==> config.mk <==
export PLATFORM = sky130hd
export DESIGN_NAME = subcarrier_realign
export DESIGN_NICKNAME = d
export VERILOG_FILES = /design/src/rtl/realign_pkg.sv /design/src/rtl/realign_tap_line.sv /design/src/rtl/realign_seq.sv /design/src/rtl/subcarrier_realign.sv
export SDC_FILE = /design/constraint.sdc
export NUM_CORES = 1
export LEC_CHECK = 0
export ABC_AREA = 1
export BUFFER_PORTS_ARGS = -buffer_cell sky130_fd_sc_hd__buf_2
export CAP_MARGIN = 10
export CORE_AREA = 2 2 367 405
export CTS_CLUSTER_DIAMETER = 60
export CTS_CLUSTER_SIZE = 14
export DETAILED_ROUTE_END_ITERATION = 8
export DIE_AREA = 0 0 369 407
export PLACE_DENSITY = 0.47
export RECOVER_POWER = 25
export SLEW_MARGIN = 20
export SYNTH_ARGS = -nofsm -noshare
export SYNTH_HDL_FRONTEND = slang
export SYNTH_HIERARCHICAL = 1
export SYNTH_SLANG_ARGS = --single-unit
export TNS_END_PERCENT = 50
==> constraint.sdc <==
create_clock -name clk -period 35.2 [get_ports clk]
set_input_delay 5.28 -clock clk [delete_from_list [all_inputs] [get_ports clk]]
set_output_delay 5.28 -clock clk [all_outputs]
set_load 0.01 [all_outputs]
==> src/rtl/realign_pkg.sv <==
package realign_pkg;

    localparam int SAMPLE_W_DEF = 16;
    localparam int CODE_W_DEF   = 3;
    localparam int STEP_DEF     = 4;
    localparam int SYM_LEN_DEF  = 256;

    // Per-sample control decision from the sequencer.
    typedef struct packed {
        logic emit;     // output this sample slot
        logic first;    // output carries symbol index 0
        logic bypass;   // zero shift: take the live input
    } slot_ctrl_t;

    function automatic int max_shift(input int code_w, input int step);
        return step * ((1 << code_w) - 1);
    endfunction

    function automatic int bits_for(input int value);
        int n;
        n = 1;
        while ((1 << n) <= value) n++;
        return n;
    endfunction

endpackage

==> src/rtl/realign_tap_line.sv <==
module realign_tap_line #(
    parameter int DW    = 32,
    parameter int DEPTH = 28,
    parameter int IDX_W = 5
) (
    input  logic             clk,
    input  logic             rst,
    input  logic             shift_en,
    input  logic [DW-1:0]    wr_data,
    input  logic [IDX_W-1:0] rd_idx,
    output logic [DW-1:0]    rd_data
);

    logic [DW-1:0] taps [DEPTH];

    generate
        for (genvar t = 0; t < DEPTH; t++) begin : g_tap
            if (t == 0) begin : g_head
                always_ff @(posedge clk) begin
                    if (rst)           taps[t] <= '0;
                    else if (shift_en) taps[t] <= wr_data;
                end
            end else begin : g_body
                always_ff @(posedge clk) begin
                    if (rst)           taps[t] <= '0;
                    else if (shift_en) taps[t] <= taps[t-1];
                end
            end
        end
    endgenerate

    always_comb begin
        rd_data = '0;
        for (int t = 0; t < DEPTH; t++) begin
            if (rd_idx == IDX_W'(t)) rd_data = taps[t];
        end
    end

endmodule

==> src/rtl/realign_seq.sv <==
module realign_seq
    import realign_pkg::*;
#(
    parameter int CODE_W  = 3,
    parameter int STEP    = 4,
    parameter int SYM_LEN = 256,
    parameter int SH_W    = 5,
    parameter int CNT_W   = 9,
    parameter int IDX_W   = 5
) (
    input  logic              clk,
    input  logic              rst,
    input  logic              in_valid,
    input  logic              in_sos,
    input  logic [CODE_W-1:0] shift_code,
    output slot_ctrl_t        ctrl,
    output logic              accept,
    output logic [IDX_W-1:0]  rd_idx,
    output logic [SH_W-1:0]   held_shift
);

    logic              armed_q;
    logic [CODE_W-1:0] code_q;
    logic [CNT_W-1:0]  idx_q;

    logic              start;
    logic [SH_W-1:0]   cur_shift;
    logic [CNT_W-1:0]  cur_idx;

    always_comb begin
        start     = in_valid && in_sos;
        cur_shift = start ? SH_W'(int'(shift_code) * STEP)
                          : SH_W'(int'(code_q) * STEP);
        cur_idx   = start ? '0 : idx_q;
        accept    = start || (in_valid && armed_q && (idx_q < CNT_W'(SYM_LEN)));
        ctrl.emit   = accept && (cur_idx >= CNT_W'(cur_shift));
        ctrl.first  = accept && (cur_idx == CNT_W'(cur_shift));
        ctrl.bypass = (cur_shift == '0);
        rd_idx      = ctrl.bypass ? '0 : IDX_W'(cur_shift - SH_W'(1));
        held_shift  = SH_W'(int'(code_q) * STEP);
    end

    always_ff @(posedge clk) begin
        if (rst) begin
            armed_q <= 1'b0;
            code_q  <= '0;
            idx_q   <= '0;
        end else if (start) begin
            armed_q <= 1'b1;
            code_q  <= shift_code;
            idx_q   <= CNT_W'(1);
        end else if (accept) begin
            idx_q   <= idx_q + CNT_W'(1);
        end
    end

endmodule

==> src/rtl/subcarrier_realign.sv <==
module subcarrier_realign
    import realign_pkg::*;
#(
    parameter int W       = SAMPLE_W_DEF,
    parameter int CODE_W  = CODE_W_DEF,
    parameter int STEP    = STEP_DEF,
    parameter int SYM_LEN = SYM_LEN_DEF,
    localparam int MAXSH  = max_shift(CODE_W, STEP),
    localparam int SH_W   = bits_for(MAXSH),
    localparam int CNT_W  = bits_for(SYM_LEN),
    localparam int IDX_W  = bits_for(MAXSH - 1),
    localparam int DW     = 2 * W
) (
    input  logic              clk,
    input  logic              rst,
    input  logic              in_valid,
    input  logic              in_sos,
    input  logic [CODE_W-1:0] shift_code,
    input  logic [W-1:0]      in_re,
    input  logic [W-1:0]      in_im,
    output logic              out_valid,
    output logic              out_sos,
    output logic [W-1:0]      out_re,
    output logic [W-1:0]      out_im,
    output logic [SH_W-1:0]   applied_shift
);

    slot_ctrl_t       ctrl;
    logic             accept;
    logic [IDX_W-1:0] rd_idx;
    logic [DW-1:0]    tap_data;
    logic [DW-1:0]    live_data;
    logic [DW-1:0]    out_data_q;

    assign live_data = {in_re, in_im};

    realign_seq #(
        .CODE_W (CODE_W),
        .STEP   (STEP),
        .SYM_LEN(SYM_LEN),
        .SH_W   (SH_W),
        .CNT_W  (CNT_W),
        .IDX_W  (IDX_W)
    ) seq_i (
        .clk        (clk),
        .rst        (rst),
        .in_valid   (in_valid),
        .in_sos     (in_sos),
        .shift_code (shift_code),
        .ctrl       (ctrl),
        .accept     (accept),
        .rd_idx     (rd_idx),
        .held_shift (applied_shift)
    );

    realign_tap_line #(
        .DW   (DW),
        .DEPTH(MAXSH),
        .IDX_W(IDX_W)
    ) taps_i (
        .clk     (clk),
        .rst     (rst),
        .shift_en(accept),
        .wr_data (live_data),
        .rd_idx  (rd_idx),
        .rd_data (tap_data)
    );

    always_ff @(posedge clk) begin
        if (rst) begin
            out_valid  <= 1'b0;
            out_sos    <= 1'b0;
            out_data_q <= '0;
        end else begin
            out_valid <= ctrl.emit;
            out_sos   <= ctrl.first;
            if (ctrl.emit) out_data_q <= ctrl.bypass ? live_data : tap_data;
        end
    end

    assign out_re = out_data_q[DW-1:W];
    assign out_im = out_data_q[W-1:0];

endmodule

Word level (Yosys, flattened, before mapping)
Memories as Yosys holds them, arrays and structs flattened.
Cells that the tools add are included.
{ "word_totals": {"regBits": 47, "output_inout_bits": 39, "ram_bits": 896, "n_memories": 1, "elab_cells": 145} }
{ "op_classes": {"n_addsub": 2, "n_reduce_logical": 10, "n_eq_ne": 28, "bitwise": 28, "muxes": 67, "magnitude_cmp": 2} }
{ "mem_list": {"columns": ["memory", "words", "width", "rd", "rd_clocked_by_memory_dff", "write_ports", "line", "rtl"], "rows": [
  ["taps_i.taps", 28, 32, 28, 0, 28, "realign_tap_line.sv:14", "logic [DW-1:0] taps [DEPTH];"]
]} }
{ "op_table": {"columns": ["cell", "count"], "rows": [
  ["$mux 32", 57],
  ["$eq 5x5->1 const B", 12],
  ["$eq 5x4->1 const B", 8],
  ["$or 1x1->1", 28],
  ["$eq 5x3->1 const B", 4],
  ["$eq 5x2->1 const B", 2],
  ["$logic_not 5->1", 2],
  ["$mux 5", 2],
  ["$add 9x1->9 const B", 1],
  ["$eq 9x5->1", 1],
  ["$ge 9x5->1", 1],
  ["$lt 9x9->1 const B", 1],
  ["$mux 9", 1],
  ["$mux 1", 7],
  ["$eq 5x1->1 const B", 1],
  ["$logic_and 1x1->1", 5],
  ["$sub 5x1->5 const B", 1],
  ["$reduce_bool 2->1", 1],
  ["$reduce_or 2->1", 1],
  ["$logic_or 1x1->1", 1]
]} }

Logic depth before layout (Yosys ltp)
Gate-level depths: netlist of the first run.
{ "depth": {"ltp_word": 34, "mapped_depth": 33, "depth_no_buf": 32} }

Modules after synthesis
Netlist of the first run, hierarchy kept.
{ "modules_own_cells": {"columns": ["mod", "n_inst", "cells_per_inst", "area_per_inst_um2", "seq_area_each_um2"], "rows": [
  ["realign_tap_line", 1, 4412, 40955.5, 26905.8],
  ["subcarrier_realign", 1, 280, 1722.9, 680.7],
  ["realign_seq", 1, 119, 924.6, 260.2]
]} }

Worst setup path after synthesis of the first run
OpenSTA, ideal clock, no wires.
{ "synth_path": {"kind": "input port to flip-flop", "startpoint": "input port in_valid", "endpoint": "memory taps_i.taps[0][0] (enable)", "t_required_ns": 34.299, "setup_ns": 0.901, "slack_ns": 18.083, "n_path_buf": 1, "t_arrival_ns": 16.216, "path_stages": 4, "path_cell_list": "nand3_2 > nand2_4 > buf_12 > or2_2"} }
{ "synth_lines": {"columns": ["element", "line", "rtl"], "rows": [
  ["start: declaration", "subcarrier_realign.sv:16", "input logic in_valid,"],
  ["end: declaration", "realign_tap_line.sv:14", null]
]} }

==> results summary, run 1 <==
The fraction of final layout cells sized beyond drive strength 1 is 6.54%. Setup repair after global routing left no endpoint under its margin. The number of nets with antenna violations after routing came out at 0.

The post-route fraction of the period consumed by the critical path is between 40% and 50%. The worst-skew pair later-pin latency is roughly 0.70 ns. The floorplan die area came out at ~150,000 um2.

The clock tree synthesis step divided the H-tree into 3 levels. Counting distinct cell types in the post-synthesis netlist gives 35. The share of Yosys cell area claimed by the top area cell type is ~62%. The pin count of the biggest net entering global routing came out at between 150 and 200. The placeable core region is roughly 150,000 um2. The effective utilization at floorplan came out at between 20% and 30%. After detailed routing, the average wire length per cell comes to roughly 19 um.

In this run, post-CTS repair resized a total of 0 instances. For this run, design rule violations remaining after detail routing come to 0. The count of clock tree sinks is 943. The via total after detailed routing is a little over 30,000. The worst setup path is launched from an input port. The min-delay analysis places its worst path in the category reg -> reg. Setup violations remaining at the end of the flow were counted as 0. In the post-synthesis netlist, the biggest area contributors are sky130_fd_sc_hd__edfxtp_1 (62%), sky130_fd_sc_hd__nor2_1 (11%), sky130_fd_sc_hd__inv_1 (9.0%), sky130_fd_sc_hd__nand2_1 (7.5%), sky130_fd_sc_hd__nand4_1 (2.5%). The setup clock skew after layout came out at between 0.02 and 0.03 ns. Subtracting the final worst setup slack from the clock period gives roughly 15 ns. TritonCTS built the clock tree. The flow ran to the end, but the final reports show violations. The initial antenna violation count came out at 10. The synthesized flop and latch total came out at between 900 and 1,000. The analysis attributes to cell leakage a power of just under 0.02 uW.

The peak per-stage delay on the critical path came out at a little over 6 ns. The die is between 300 and 400 um wide. The critical path is of the in -> reg type. The required time at the endpoint of the critical path came out at approximately 36 ns.

Grouping stages by cell kind, the critical path spends the most delay in buffers and inverters. The critical path endpoint category is a flip-flop. The overall fraction of global-route tracks in use is around 17%. The total area of multi-input combinational cells came out at between 10,000 and 15,000 um2. After routing, the total negative slack on setup checks comes to 0 ns. For this run, the top clock speed supported by timing is ~65 MHz.

The slew at the pin closest to its max-slew limit came out at around 8.8 ns. The number of hold buffers added after CTS was 0. In the layout the commonest cells are sky130_fd_sc_hd__nor2_1 (1,234), sky130_fd_sc_hd__inv_1 (1,046), sky130_fd_sc_hd__edfxtp_1 (896). The CTS root buffer is sky130_fd_sc_hd__clkbuf_16. The count of buffers added on input and output ports is 75. The first-pass GRT wire length is 190,000 um. The post-layout net count came out at 4,888. The ratio of routed vias to standard cells is 4.46.

The highest ir drop seen on vdd came out at roughly 36 uV. The HPWL after detailed placement is roughly 80,000 um. Final hold analysis gives a worst-case slack of 0.522 ns. The sequential cells in the finished layout cover a total of 27,800 um2. The synthesized netlist occupies a cell area of ~44,000 um2. The average size of a mapped cell is roughly 9.1 um2. The layout overhead on the synthesized area came out at 13.4%. The critical path contains buffers and inverters numbering 3 combined.

The first detailed-routing pass took 5 iterations. The number of CTS-inserted buffers is ~100. The number of warning messages in the yosys log is 6. The checks that failed: max-capacitance violations, max-slew violations. The library cell with the largest summed area after synthesis is sky130_fd_sc_hd__edfxtp_1.

In this run the tightest slew margin relative to its limit is -484%. The clock-pin slew on the worst setup and hold paths is around 0.060 ns. Summed over all layers, the routed wires come to about 130,000 um. The standard cell with the maximum stage delay on the critical path is sky130_fd_sc_hd__clkbuf_1.

The final-report hold violation count is 0. Leaving out fill and tap cells, the most frequent cell in the layout is sky130_fd_sc_hd__nor2_1. Post-CTS timing repair inserted 0 buffers for setup.

The signal on the critical path passes through clkbuf_1 > nand2_1 > nand2_1 > nand2_1 > clkbuf_1 > buf_4 > nor2_1. The floorplan step set the die height to ~410 um. The max-slew violation total from the final report is 574.

The maximum fanout count along the critical path is 184. The library cell appearing most often on the critical path is sky130_fd_sc_hd__nand2_1. The iteration-0 DRC count of the detailed router came out at approximately 2,700.

The via count of the first global-routing pass is approximately 30,000. Data arrives at the worst endpoint at between 15 and 20 ns. The floorplan has about 150 rows. Dividing total power by cell area gives a power density of 57.2 nW/um2. The I/O pin total came out at a little under 80. The buffer levels on the longest clock path is 3. After filler insertion, the fill cell instance count of the layout stands at about 15,000. The congestion estimate from routability-driven global placement came to roughly 0.8.

The total overflow reported by the global router is 0. The part of the Yosys area used for sequential elements is a little under two thirds. The count of maximum capacitance violations came out at 6. Counting every instance in the synthesized netlist gives 4,811.
[where the power goes]
part	switching (uW)	internal [uW]
Combinational	238	76.4
Clock	495	655
Sequential	44.3	1320
Total	777	2050
[kinds of logic (layout without fill, tap and decap cells)]
family | after synthesis | in the layout | synth area share (%)
buf+inv | 1266 | 1381 | 11.3
fa+ha+maj | 6 | 6 | 0.172
flops | 943 | 943 | 63.9
simple gates | 2440 | 2440 | 22.8
other cells | 1 | 3 | 0.00860
compound gates | 155 | 155 | 1.85
[path summary, 6_finish.rpt]
kind                                                  start                           endpoint  slack, ns  cells after the start
worst max-delay path                               in_valid  taps_i/taps[1][223]$_SDFFCE_PN0P_      19.84                      7
worst min-delay path            seq_i/idx_q[5]$_SDFFE_PP0P_        seq_i/idx_q[5]$_SDFFE_PP0P_       0.52                      2
worst max register to register  seq_i/idx_q[8]$_SDFFE_PP0P_  taps_i/taps[1][223]$_SDFFCE_PN0P_      24.53                      7
worst min register to register  seq_i/idx_q[5]$_SDFFE_PP0P_        seq_i/idx_q[5]$_SDFFE_PP0P_       0.52                      2
[worst register-to-register path, delay by kind of cell (launching register included)]
family | cells | cell delay, ns
buffers and inverters | 3 | 7.84
flip-flops | 1 | 0.33
AND/OR/NAND/NOR | 4 | 2.22
[area by class of cell]
cell class	count	share of cell area, %
Tap cell	1937	4.90
Multi-Input combinational cell	2603	22.0
Timing Repair Buffer	135	1.57
Sequential cell	943	56.3
Clock inverter	64	1.75
Antenna cell	1	0.00506
Inverter	1059	8.04
Clock buffer	123	5.44
[stage by stage]
stage	power (uW)	worst slack, ns	std cells	utilization [%]	instance area (um2)
global route	2940	18.98	6865	34.0	49500
CTS	2860	25.46	6863	34.0	49600
finish	2830	19.84	6865	34.0	49500
floorplan	1590	18.08	4812	-	43600
detailed placement	1700	24.71	6676	31.6	46000
global placement	1710	24.63	6676	31.6	46000
[per-layer routing]
metal / GRT usage [%] / up-vias / share of wire, %
li1: - / 14900 / -
met1: 23.1 / 14800 / 45
met2: 26.9 / 680 / 46
met3: 2.57 / 203 / 5.1
met4: 6.63 / 12 / 4.0
met5: 0 / - / 0.061
[synthesized netlist by cell type]
cell,count
sky130_fd_sc_hd__a21oi_1,38
sky130_fd_sc_hd__a21oi_2,4
sky130_fd_sc_hd__and3_1,1
sky130_fd_sc_hd__buf_1,4
sky130_fd_sc_hd__buf_12,1
sky130_fd_sc_hd__buf_2,28
sky130_fd_sc_hd__buf_4,13
sky130_fd_sc_hd__buf_6,10
sky130_fd_sc_hd__clkbuf_1,151
sky130_fd_sc_hd__conb_1,1
sky130_fd_sc_hd__dfxtp_1,47
sky130_fd_sc_hd__edfxtp_1,896
sky130_fd_sc_hd__ha_1,6
sky130_fd_sc_hd__inv_1,1046
sky130_fd_sc_hd__inv_2,13
sky130_fd_sc_hd__nand2_1,867
sky130_fd_sc_hd__nand2_2,3
sky130_fd_sc_hd__nand2_4,3
sky130_fd_sc_hd__nand3_1,108
sky130_fd_sc_hd__nand3_2,6
sky130_fd_sc_hd__nand3b_1,1
sky130_fd_sc_hd__nand4_1,176
sky130_fd_sc_hd__nand4_4,2
sky130_fd_sc_hd__nor2_1,1248
sky130_fd_sc_hd__nor2_2,8
sky130_fd_sc_hd__nor2_4,6
sky130_fd_sc_hd__nor3_1,6
sky130_fd_sc_hd__nor3_2,3
sky130_fd_sc_hd__o21ai_0,95
sky130_fd_sc_hd__o21ai_1,15
sky130_fd_sc_hd__o21ai_2,1
sky130_fd_sc_hd__o21ai_4,1
sky130_fd_sc_hd__o21bai_1,1
sky130_fd_sc_hd__or2_2,1
sky130_fd_sc_hd__or2_4,1
[flip-flops by register name (all words and copies together) (netlist names)]
signal,cells
out_data_q,32
out_valid,1
taps_i/taps,896
seq_i/code_q,3
seq_i/armed_q,1
out_sos,1
seq_i/idx_q,9
No activity file was read; power rests on OpenSTA's default activity.
==> inputs of run 2 (changes only) <==
--- a/config.mk
+++ b/config.mk
@@ -5,14 +5,14 @@
 export SDC_FILE = /design/constraint.sdc
 export NUM_CORES = 1
 export LEC_CHECK = 0
-export ABC_AREA = 1
+export ABC_AREA = 0
 export BUFFER_PORTS_ARGS = -buffer_cell sky130_fd_sc_hd__buf_2
 export CAP_MARGIN = 10
-export CORE_AREA = 2 2 367 405
+export CORE_AREA = 2 2 366 404
 export CTS_CLUSTER_DIAMETER = 60
 export CTS_CLUSTER_SIZE = 14
 export DETAILED_ROUTE_END_ITERATION = 8
-export DIE_AREA = 0 0 369 407
+export DIE_AREA = 0 0 368 406
 export PLACE_DENSITY = 0.47
 export RECOVER_POWER = 25
 export SLEW_MARGIN = 20
==> constraint.sdc (replaced) <==
create_clock -name clk -period 14.6 [get_ports clk]
set_input_delay 2.19 -clock clk [delete_from_list [all_inputs] [get_ports clk]]
set_output_delay 2.19 -clock clk [all_outputs]
set_load 0.01 [all_outputs]
==> run 2 against run 1 <==
  * Clock-buffer cell count is the same
  * Global-route usage grew 3.4 points
  * Routed wire length grew 22%
  * Clock power grew to 2.5 times the previous value
  * Sequential cell count is the same
  * First-iteration DRC count grew 36%
  * The run still ends with max-capacitance violations, max-slew violations left
  * Synthesized area shrank 0.43%
  * Non-clock buffer count grew 25
  * Register-to-register slack lost 18 ns
  * Synthesized cell count shrank 28%
==> results summary, run 2 <==
The flow ran to the end, but the final reports show violations. The checks that failed: max-capacitance violations, max-slew violations. The setup violation total in the final timing report is 0 (unchanged).

The post-synthesis instance area came to 43,400 um2 (-0.43%). The count of flip-flops with a built-in enable after synthesis was 896 (unchanged). The worst setup path is captured at a flip-flop. The number of CTS-inserted buffers is 103 (+2.0%). The count of clock tree sinks is 943 (unchanged). The pin count of the biggest net entering global routing came to 179 (-3.2%). The fraction of final layout cells sized beyond drive strength 1 came to 10.4% (+3.9 points). The worst register-to-register path begins at seq_i/armed_q$_SDFFE_PP0P_. The placeable core region came out at 145,000 um2 (-0.25%). The leading register cell type out of synthesis is sky130_fd_sc_hd__edfxtp_1.

The count of buffers added by post-CTS timing repair for setup is 0 (unchanged). The chip width was 368 um (-0.27%). The accumulated negative setup slack was 0 ns (unchanged). The reported leakage power came out at 0.0178 uW (-8.9%). Setup repair after global routing left no endpoint under its margin. The via total after detailed routing is 29,400 (-4.0%).

The smallest clock period supported by the final layout is computed as roughly 9.5 ns. The path category of the worst min-delay check is reg -> reg. The highest ir drop seen on vdd is 91.3 uV (+150%). The number of port buffers was 75 (unchanged).

The count of maximum capacitance violations is 8 (+2). The setup clock skew after layout is 0.0300 ns (+0.00215 ns). The share of Yosys cell area claimed by the top area cell type came to 62.0% (+0.27 points).

The first-pass GRT wire length came to 218,000 um (+15%). The average size of a mapped cell is 12.5 um2 (+38%). The worst register-to-register path ends at taps_i/taps[1][344]$_SDFFCE_PN0P_. The site row count came out at 147 (unchanged). The number of cells in the design after placement was 5,317 (-20%).

The aggregate routed wire length is 156,000 um (+22%). The library cell with the largest summed area after synthesis is sky130_fd_sc_hd__edfxtp_1. The total DRC errors in the routed layout is 0 (unchanged). The number of cells produced by synthesis is 3,474 (-28%). The vertical extent of the die came to 406 um (-0.25%). The number of warning messages in the yosys log came out at 6 (unchanged). TritonCTS built the clock tree.

The half-perimeter wire length after detailed placement came out at 103,000 um (+32%). The synthesized flop and latch total is 943 (unchanged). The setup slack on the worst flop-to-flop path is 6.63 ns (-17.90 ns). For hold timing, the worst endpoint is out_data_q[29]$_SDFFE_PP0P_.

The areal power density over the cells is 142 nW/um2 (+150%). The setup path with the least slack is of type in -> reg. The library cells used most frequently in the layout, excluding fill and tap cells, are sky130_fd_sc_hd__edfxtp_1 (896), sky130_fd_sc_hd__and2_1 (709), sky130_fd_sc_hd__and2_0 (192).

The ratio of routed vias to standard cells came out at 5.33 (+20%). The worst-skew pair later-pin latency was 0.70 ns (about the same). The initial antenna violation count was 19 (+9). The startpoint of the tightest hold check path is out_data_q[29]$_SDFFE_PP0P_. CTS placed an instance of sky130_fd_sc_hd__clkbuf_16 at the clock tree root. The critical path starts at rst.

The count of cells along the worst register-to-register path came out at 8 (+1). The worst hold path depth is 2 (unchanged). The required time at the endpoint of the critical path is 15.14 ns (-20.47 ns). The final-report hold violation count is 0 (unchanged). The floorplan die area came to 149,000 um2 (-0.52%). The max-slew violation total from the final report was 527 (-8.2%). The effective utilization at floorplan came out at 29.9% (-0.053 points). The largest registers in the layout are taps_i/taps (896), out_data_q (32), seq_i/idx_q (9). The number of detailed-route iterations in the first pass is 7 (+2).

The final weighted congestion in routability-driven placement came out at 0.891 (+11%). The leading cell type by number of instances after synthesis is sky130_fd_sc_hd__and2_1. The part of the Yosys area used for sequential elements is 64.1% (+0.28 points). The number of flip-flops in the largest register came to 896 (unchanged). The library cell used most frequently in the layout, excluding fill and tap cells, is sky130_fd_sc_hd__edfxtp_1. The clock-pin slew on the worst setup and hold paths came out at 0.06 ns (about the same).

The total overflow reported by the global router is 0 (unchanged). The arrival time reported for the critical path endpoint is 10.01 ns (-5.76 ns). The overall fraction of global-route tracks in use is 20.3% (+3.4 points). The I/O pin total is 78 (unchanged). The tightest slew margin relative to the limit is -213% (+270 points). The unique cell type count in the Yosys netlist is 89 (+150%). The post-layout net count came out at 3,530 (-28%). The routed wire length per instance is 28.3 um (+51%). Ranked by instance count, the synthesized netlist is headed by sky130_fd_sc_hd__and2_1 (900), sky130_fd_sc_hd__edfxtp_1 (896), sky130_fd_sc_hd__nor2_1 (187). The fraction of registers with async set or reset after synthesis came out at 0% (unchanged). The hold-fix buffer count after cts is 0 (unchanged). The buffer levels on the longest clock path is 3 (unchanged). The via count of the first global-routing pass is 27,800 (-5.3%). The final hold slack is 0.489 ns (-0.0324 ns). The slew at the pin closest to its max-slew limit came to 4.70 ns (-4.06 ns).

By area the synthesized netlist is led by sky130_fd_sc_hd__edfxtp_1 (62%), sky130_fd_sc_hd__and2_1 (13%), sky130_fd_sc_hd__dfxtp_1 (2.2%), sky130_fd_sc_hd__mux2i_1 (1.9%), sky130_fd_sc_hd__a21oi_1 (1.9%). The maximum clock rate came out at around 110 MHz. The post-cts sizing count came to 0 (unchanged). The number of levels in the clock H-tree is 3 (unchanged).

The maximum fanout count along the critical path is 117 (-36%). The worst setup path is launched from an input port. The non-filler instance count after layout is 5,517 (-20%).

The number of nets with antenna violations after routing was 0 (unchanged). The iteration-0 DRC count of the detailed router came out at 3,724 (+36%). The post-route fraction of the period consumed by the critical path came out at 64.9%.

The register with the most flip-flops in the final layout is taps_i/taps. The layout overhead on the synthesized area is 13.9%.
## run 2: worst max-delay path by stage
stage                                                    to  cells after the start
after global placement          out_data_q[22]$_SDFFE_PP0P_                     19
after global routing      taps_i/taps[1][306]$_SDFFCE_PN0P_                      6
after detailed placement        out_data_q[31]$_SDFFE_PP0P_                     18
after floorplan             taps_i/taps[0][0]$_SDFFCE_PN0P_                      4
after CTS                       out_data_q[31]$_SDFFE_PP0P_                     18
final                     taps_i/taps[1][344]$_SDFFCE_PN0P_                      6
## run 2: kinds of logic (layout without fill, tap and decap cells)
logic type / after synthesis / count (layout) / synth area share, %
xor gates and xnor gates: 5 / 5 / 0.101
buffers and inverters: 272 / 370 / 2.91
and+or+nand+nor: 1389 / 1389 / 18.1
muxes: 128 / 128 / 3.57
AOI/OAI and AO/OA: 730 / 730 / 11.0
other: 1 / 9 / 0.00864
adders and majority gates: 6 / 6 / 0.173
DFF: 943 / 943 / 64.1
## run 2: through the flow
step                      instance area (um2)  total power [uW]  util, %  setup slack, ns
after global placement                  45800              4200     31.5             5.68
after floorplan                         43400              3830        -            0.675
after detailed placement                45800              4210     31.6             6.10
after global routing                    49500              7240     34.0             4.56
after CTS                               49500              7090     34.1             6.81
final                                   49500              7040     34.0             5.12
## run 2: power breakdown
group / switching, uW / leakage, uW / total (uW) / internal, uW
combinational: 644 / 0.00600 / 883 / 239
sequential: 114 / 0.0100 / 3280 / 3160
clock: 1180 / 0.00178 / 2880 / 1690
total: 1940 / 0.0178 / 7040 / 5100
## run 2: final cells by class
cell class	instances	area, um2
multi-input cells	2260	14400
repair buffers	160	1020
inverters	17	71.3
fillers	14400	95800
clock buffers	123	2740
flip-flops and latches	943	27800
diodes	7	17.5
well taps	1937	2420
clock inverters	70	950
## run 2: per-layer routing
| metal | vias up | GRT usage (%) | part of all wire [%] |
|---|---|---|---|
| met4 | 4 | 7.65 | 4.0 |
| met1 | 15100 | 28.2 | 43 |
| met2 | 1189 | 32.3 | 46 |
| met5 | - | 0 | 0.016 |
| li1 | 12800 | - | - |
| met3 | 233 | 2.66 | 6.4 |
## run 2: critical path, stage by stage
cell                       delay [ns]
sky130_fd_sc_hd__clkbuf_1        0.80
sky130_fd_sc_hd__nor2b_1         1.78
sky130_fd_sc_hd__clkbuf_1        2.81
sky130_fd_sc_hd__buf_4           1.06
sky130_fd_sc_hd__buf_4           0.92
sky130_fd_sc_hd__and2_1          0.24
